### config.mk
export PLATFORM = sky130hd
export DESIGN_NAME = irq_route_top
export DESIGN_NICKNAME = d
export VERILOG_FILES = /design/src/rtl/irq_route_pkg.sv /design/src/rtl/irq_route_regs.sv /design/src/rtl/irq_route_xbar.sv /design/src/rtl/irq_route_share.sv /design/src/rtl/irq_route_top.sv
export SDC_FILE = /design/constraint.sdc
export NUM_CORES = 1
export LEC_CHECK = 0
export BUFFER_PORTS_ARGS = -buffer_cell sky130_fd_sc_hd__buf_2
export CORE_MARGIN = 5
export CORE_UTILIZATION = 43
export CTS_CLUSTER_SIZE = 24
export DETAILED_ROUTE_END_ITERATION = 16
export PLACE_DENSITY = 0.87
export SLEW_MARGIN = 5
export SYNTH_ARGS = -nofsm -noshare
export SYNTH_HDL_FRONTEND = slang
export SYNTH_SLANG_ARGS = --single-unit
### constraint.sdc
create_clock -name clk -period 5 [get_ports clk]
set_clock_uncertainty 0.05 [all_clocks]
set_input_delay 0.25 -clock clk [delete_from_list [all_inputs] [get_ports clk]]
set_output_delay 0.25 -clock clk [all_outputs]
set_load 0.05 [all_outputs]
### src/rtl/irq_route_pkg.sv
package irq_route_pkg;
    localparam int N_SRC0    = 14;
    localparam int N_SRC1    = 24;
    localparam int N_SRC2    = 32;
    localparam int N_SRC1_MX = 18;
    localparam int CTRL_W    = N_SRC0 + N_SRC1_MX;
    localparam int N_FIXED   = N_SRC1 - N_SRC1_MX;
    localparam int N_DIRECT  = CTRL_W + N_FIXED;
    localparam int N_SHARED  = 3;
    localparam int ADDR_W    = 8;
    localparam logic [ADDR_W-1:0] CTRL_OFS = 8'h54;

    typedef struct packed {
        logic [CTRL_W-1:0] direct;
        logic [CTRL_W-1:0] demoted_hard;
        logic [CTRL_W-1:0] demoted_fab;
    } route_t;

    function automatic logic hard_line(input int n,
                                       input logic [N_SRC0-1:0] s0,
                                       input logic [N_SRC1-1:0] s1);
        if (n < N_SRC0) return s0[n];
        return s1[n - N_SRC0];
    endfunction
endpackage

### src/rtl/irq_route_regs.sv
module irq_route_regs
    import irq_route_pkg::*;
(
    input  logic              clk,
    input  logic              rst,
    input  logic              psel,
    input  logic              penable,
    input  logic              pwrite,
    input  logic [ADDR_W-1:0] paddr,
    input  logic [CTRL_W-1:0] pwdata,
    output logic [CTRL_W-1:0] prdata,
    output logic [CTRL_W-1:0] ctrl
);
    logic hit;
    assign hit = (paddr == CTRL_OFS);

    always_ff @(posedge clk) begin
        if (rst)
            ctrl <= '0;
        else if (psel && penable && pwrite && hit)
            ctrl <= pwdata;
    end

    always_comb begin
        prdata = '0;
        if (psel && !pwrite && hit)
            prdata = ctrl;
    end
endmodule

### src/rtl/irq_route_xbar.sv
module irq_route_xbar
    import irq_route_pkg::*;
(
    input  logic [CTRL_W-1:0] ctrl,
    input  logic [N_SRC0-1:0] src0,
    input  logic [N_SRC1-1:0] src1,
    input  logic [N_SRC2-1:0] src2,
    output route_t            route
);
    for (genvar n = 0; n < CTRL_W; n++) begin : g_pair
        logic hard;
        assign hard = hard_line(n, src0, src1);
        assign route.direct[n]       = ctrl[n] ? src2[n] : hard;
        assign route.demoted_hard[n] = ctrl[n] & hard;
        assign route.demoted_fab[n]  = ~ctrl[n] & src2[n];
    end
endmodule

### src/rtl/irq_route_share.sv
module irq_route_share
    import irq_route_pkg::*;
(
    input  route_t              route,
    output logic [N_SHARED-1:0] shared
);
    assign shared[0] = |route.demoted_hard[N_SRC0-1:0];
    assign shared[1] = |route.demoted_hard[CTRL_W-1:N_SRC0];
    assign shared[2] = |route.demoted_fab;
endmodule

### src/rtl/irq_route_top.sv
module irq_route_top
    import irq_route_pkg::*;
(
    input  logic                clk,
    input  logic                rst,
    input  logic                psel,
    input  logic                penable,
    input  logic                pwrite,
    input  logic [ADDR_W-1:0]   paddr,
    input  logic [CTRL_W-1:0]   pwdata,
    output logic [CTRL_W-1:0]   prdata,
    input  logic [N_SRC0-1:0]   src0_irq,
    input  logic [N_SRC1-1:0]   src1_irq,
    input  logic [N_SRC2-1:0]   src2_irq,
    output logic [N_DIRECT-1:0] direct_irq,
    output logic [N_SHARED-1:0] shared_irq
);
    logic [CTRL_W-1:0] ctrl_q;
    route_t            route;

    irq_route_regs u_regs (
        .clk(clk), .rst(rst), .psel(psel), .penable(penable), .pwrite(pwrite),
        .paddr(paddr), .pwdata(pwdata), .prdata(prdata), .ctrl(ctrl_q)
    );

    irq_route_xbar u_xbar (
        .ctrl(ctrl_q), .src0(src0_irq), .src1(src1_irq), .src2(src2_irq),
        .route(route)
    );

    irq_route_share u_share (
        .route(route), .shared(shared_irq)
    );

    assign direct_irq = {src1_irq[N_SRC1-1:N_SRC1_MX], route.direct};
endmodule

======== After elaboration in Yosys (flattened, before gate mapping) ========
Cells that the tools add are included.
storage, ports and cells
  flip-flop bits (word level) ............. 32
  bits in latches ......................... 0
  bits in writable memories ............... 0
  ROM bits ................................ 0
  input bits .............................. 115
  output and inout port bits .............. 73
  logic and storage cells ................. 140
  memories kept ........................... 0
operators by class
  add/sub/neg operators ................... 0
  $mul .................................... 0
  div/mod/pow operators ................... 0
  order comparisons ....................... 0
  equal/unequal tests ..................... 1
  shifts and indexed selects .............. 0
  mux-type cells .......................... 33
  bitwise gates (word level) .............. 96
  reduce and logical (&&, ||, !) cells .... 9
operators by type and width
  cell                                                                   count
  1-bit AND                                                              64
  1-bit two-way mux                                                      32
  32-bit two-way mux                                                     1
  1-bit inverter                                                         32
  32-bit OR reduction                                                    1
  18-bit OR reduction                                                    1
  14-bit OR reduction                                                    1
  8-bit by 7-bit equality test with 1-bit output, second input constant  1
  1-bit logical AND                                                      5
  1-bit zero test                                                        1

======== Depth between registers and ports, before layout ========
  word-level depth ........................ 4
  gate-level depth with buffers ........... 6
  mapped depth without buffers ............ 4

======== By module ========
From an unflattened synthesis, not the netlist that was laid out.
second synthesis, totals
  cell total of the unflattened synthesis .. 303
  area, all modules ....................... 2,881.5 sq um
by module, submodules not included
  module           times used  cells each  area each (sq um)  sequential area each (sq um)
  irq_route_regs   1           179         1,699.1            640.6
  irq_route_xbar   1           96          1,001.0            0.0
  irq_route_share  1           22          136.4              0.0
  irq_route_top    1           6           45.0               0.0

======== Worst setup path before layout ========
Ideal clock, no wire load.
  kind .................................... input to output
  start ................................... in paddr[1]
  end ..................................... out prdata[10]
  arrival time ............................ 1.865 ns
  path slack .............................. 2.835 ns
  stages on the path ...................... 4
  buffers on the path ..................... 1
  cell sequence ........................... or4b_4 nor4_1 clkbuf_1 and2_1
on the way
  cells in the longest elaborated chain, start to end .. 3
ends and longest elaborated chain
  element                                         line                  text
  start: declaration                              irq_route_top.sv:9    input logic [ADDR_W-1:0] paddr,
  8-bit by 7-bit equality test with 1-bit output  irq_route_regs.sv:15  assign hit = (paddr == CTRL_OFS);
  1-bit logical AND                               irq_route_regs.sv:26  if (psel && !pwrite && hit)
  32-bit two-way mux                              irq_route_regs.sv:26
  end: declaration                                irq_route_top.sv:11   output logic [CTRL_W-1:0] prdata,
Every way passes these cells.

======== Worst setup path after layout ========
  start ................................... in paddr[1]
  end ..................................... out prdata[9]
Same word-level chain as after synthesis.

==> results.md <==
* Status: complete, no violations
* Clock-pin transition on the worst setup and hold timing paths at 0.06 ns
* Max Transition Viols Final at 0
* Relative slew slack at 18.84%
* Clock latency at the later pin of the worst-skew pair at 0.27 ns
* Clk Tree Root Cell: sky130_fd_sc_hd__clkbuf_8
* Number of top-level pins at 188
* Overall routing resource usage at 24.34%
* Min cycle time layout at 2.912 ns
* Routed len/inst at 17.17 um
* Gpl congestion at 0.9052
* VDD IR-drop max at 0.09955 mV
* Peak fanout along the critical path at 17
* Horizontal die dimension at 83.81 um
* Clock Sinks at 32
* Core Area at 0.005205 mm2
* # port buffers at 175
* Launching element type of the critical path: primary input
* Initial Util at 45.00%
* Endpoints failing setup at 0
* Most frequent cells in the layout: sky130_fd_sc_hd__buf_2 (175), sky130_fd_sc_hd__nand2_1 (46)
* Placement row count at 26
* Top achievable clock speed at 343.4 MHz
* Number of failing hold endpoints at the final stage at 0
* Placed wire-length estimate at 7.391 mm
* Endpoint kind of the worst setup timing path: primary output
* Initial DRT Pass Iterations at 4
* Number of setup buffers added after CTS at 0
* Met3 usage in global routing at 7.404%
* DRT iter0 DRCs at 90
* Unique cell type count in the Yosys netlist at 24
* Static leakage power at 1.575 nW
* Clock buffer depth at 2
* Multi-input gate area at 0.001443 mm2
* Diodes inserted at 0
* Post-detailed-routing wire length at 9.030 mm
* Mean instance size in the synthesized netlist at 8.077 um2
* DR DRC count at 0
* Number of buffers inserted by hold repair at cts at 0
* Setup TNS at 0 ns
* Final global-route overflow total at 0
* Die area at 0.007023 mm2
* Most common cell after layout, fill and taps aside: sky130_fd_sc_hd__buf_2
* Most congested layer reported by global routing: met2
* Worst Path Required at 4.70 ns
* Registers with the highest flip-flop counts: u_regs.ctrl (32)
* Post_cts resized at 0
* Pin count of the biggest net entering global routing at 33
* Warnings from Yosys at 0
* Cell total after placement at 518
* Detailed-route vias per instance at 5.234
* Proportion of synthesized chip area in sequential cells at 27.35%
* Layout Area Growth over Synthesis at 39.69%
* Data arrival, critical path at 2.61 ns
* Cells after synthesis at 290
* Initial antenna violation count at 0
* Power per standard cell area at 184.6 mW/mm2
* Layout net count at 570
* TritonCTS buffer count at 5
* Max FFs per register at 32
* Number of filler instances in the final layout at 494
* Period Utilization, post-route at 58.23%
* DIE HEIGHT at 83.81 um
* Number of global-route vias before repair at 2816
* Antenna-violating nets left at 0
* Unrepaired setup endpoints after global routing: false
* TritonCTS clock tree: built
* Total via count after detailed routing at 2753
* Flip-flop and latch count after synthesis at 32
* Count of maximum capacitance violations at 0
* Net Count, Synth at 405
* Actual slew at the worst max-slew pin at 1.207 ns
* Non-filler instance count after layout at 526
* Layout cell share with drive strength beyond 1 at 56.80%
* Biggest register: u_regs.ctrl
* Register area at 640.6 um2
* Start-to-end type of the worst setup path: primary input to primary output
* Number of H-tree branching levels at 2
* Met2 track demand over resource in global routing at 41.94%
* Worst hold slack at 0.1666 ns
* Worst min-delay path category: primary input to flop
* Global-route wire length before repair at 13.89 mm
* Mapped cell area at 0.002342 mm2
* Met1 layer usage reported by global route at 28.57%
[Yosys cell counts, drive strengths merged]
cell type / number / area share, %
nand4b: 1 / 0.37
nand2: 66 / 13
mux2: 32 / 15
and2: 32 / 8.5
dfxtp: 32 / 27
a22oi: 7 / 2.2
a22o: 4 / 1.5
inv: 32 / 5.1
or4b: 1 / 0.59
or4: 1 / 0.48
and3: 1 / 0.27
a221oi: 5 / 1.9
a21oi: 32 / 10
nor4: 6 / 2.2
buf: 13 / 5.2
nand4: 3 / 0.80
clkbuf: 6 / 0.96
o22ai: 16 / 4.3
[metrics by stage]
stage	util (%)	instance area (um2)	total power, mW	worst slack, ns
after floorplan	-	2342	0.3529	2.835
after global placement	61.13	3182	0.4047	2.154
after detailed placement	61.13	3182	0.4067	2.030
after CTS	62.86	3272	0.6084	2.030
after global routing	62.86	3272	0.6274	1.947
final	62.86	3272	0.6041	2.088
[cell families (layout without fill, tap and decap cells)]
| family | Yosys count | count (layout) | share of synthesized area (%) |
|---|---|---|---|
| flip-flops | 32 | 32 | 27.35 |
| multiplexers | 32 | 32 | 15.38 |
| AO/OA/AOI/OAI | 64 | 64 | 19.93 |
| buffers and inverters | 51 | 217 | 11.32 |
| AND/OR/NAND/NOR | 111 | 111 | 26.02 |
[critical path, cell delays in order]
cell and delay [ns]:
sky130_fd_sc_hd__buf_2 0.10, sky130_fd_sc_hd__or4b_4 0.57, sky130_fd_sc_hd__nor4_2 0.92, sky130_fd_sc_hd__buf_4 0.36, sky130_fd_sc_hd__and2_1 0.16, sky130_fd_sc_hd__buf_2 0.26
[per-layer routing]
layer / vias up / share of wire (%)
li1: 1315 / -
met5: - / 0
met4: 0 / 2.5
met2: 144 / 49
met1: 1274 / 40
met3: 20 / 8.8
[power by group]
group / total [mW] / switching [mW] / internal [mW]
clock: 0.202 / 0.0899 / 0.112
sequential: 0.255 / 0.000153 / 0.255
combinational: 0.147 / 0.0924 / 0.0545
[layout make-up]
type / count / area share (%)
Multi-Input combinational cell: 207 / 44.09
Timing Repair Buffer: 177 / 27.23
Sequential cell: 32 / 19.58
Inverter: 32 / 3.671
Clock buffer: 8 / 2.753
Tap cell: 70 / 2.677
[worst paths after layout]
path / startpoint / end / slack, ns / cells past startpoint
hold / removal: pwdata[19] / u_regs.ctrl[19] / 0.17 / 3
setup / recovery: paddr[1] / prdata[9] / 2.09 / 6
setup reg to reg: u_regs.ctrl[18] / u_regs.ctrl[18] / 4.16 / 2
hold reg to reg: u_regs.ctrl[1] / u_regs.ctrl[1] / 0.46 / 2
Note: power is estimated with default switching activity, not from simulation.
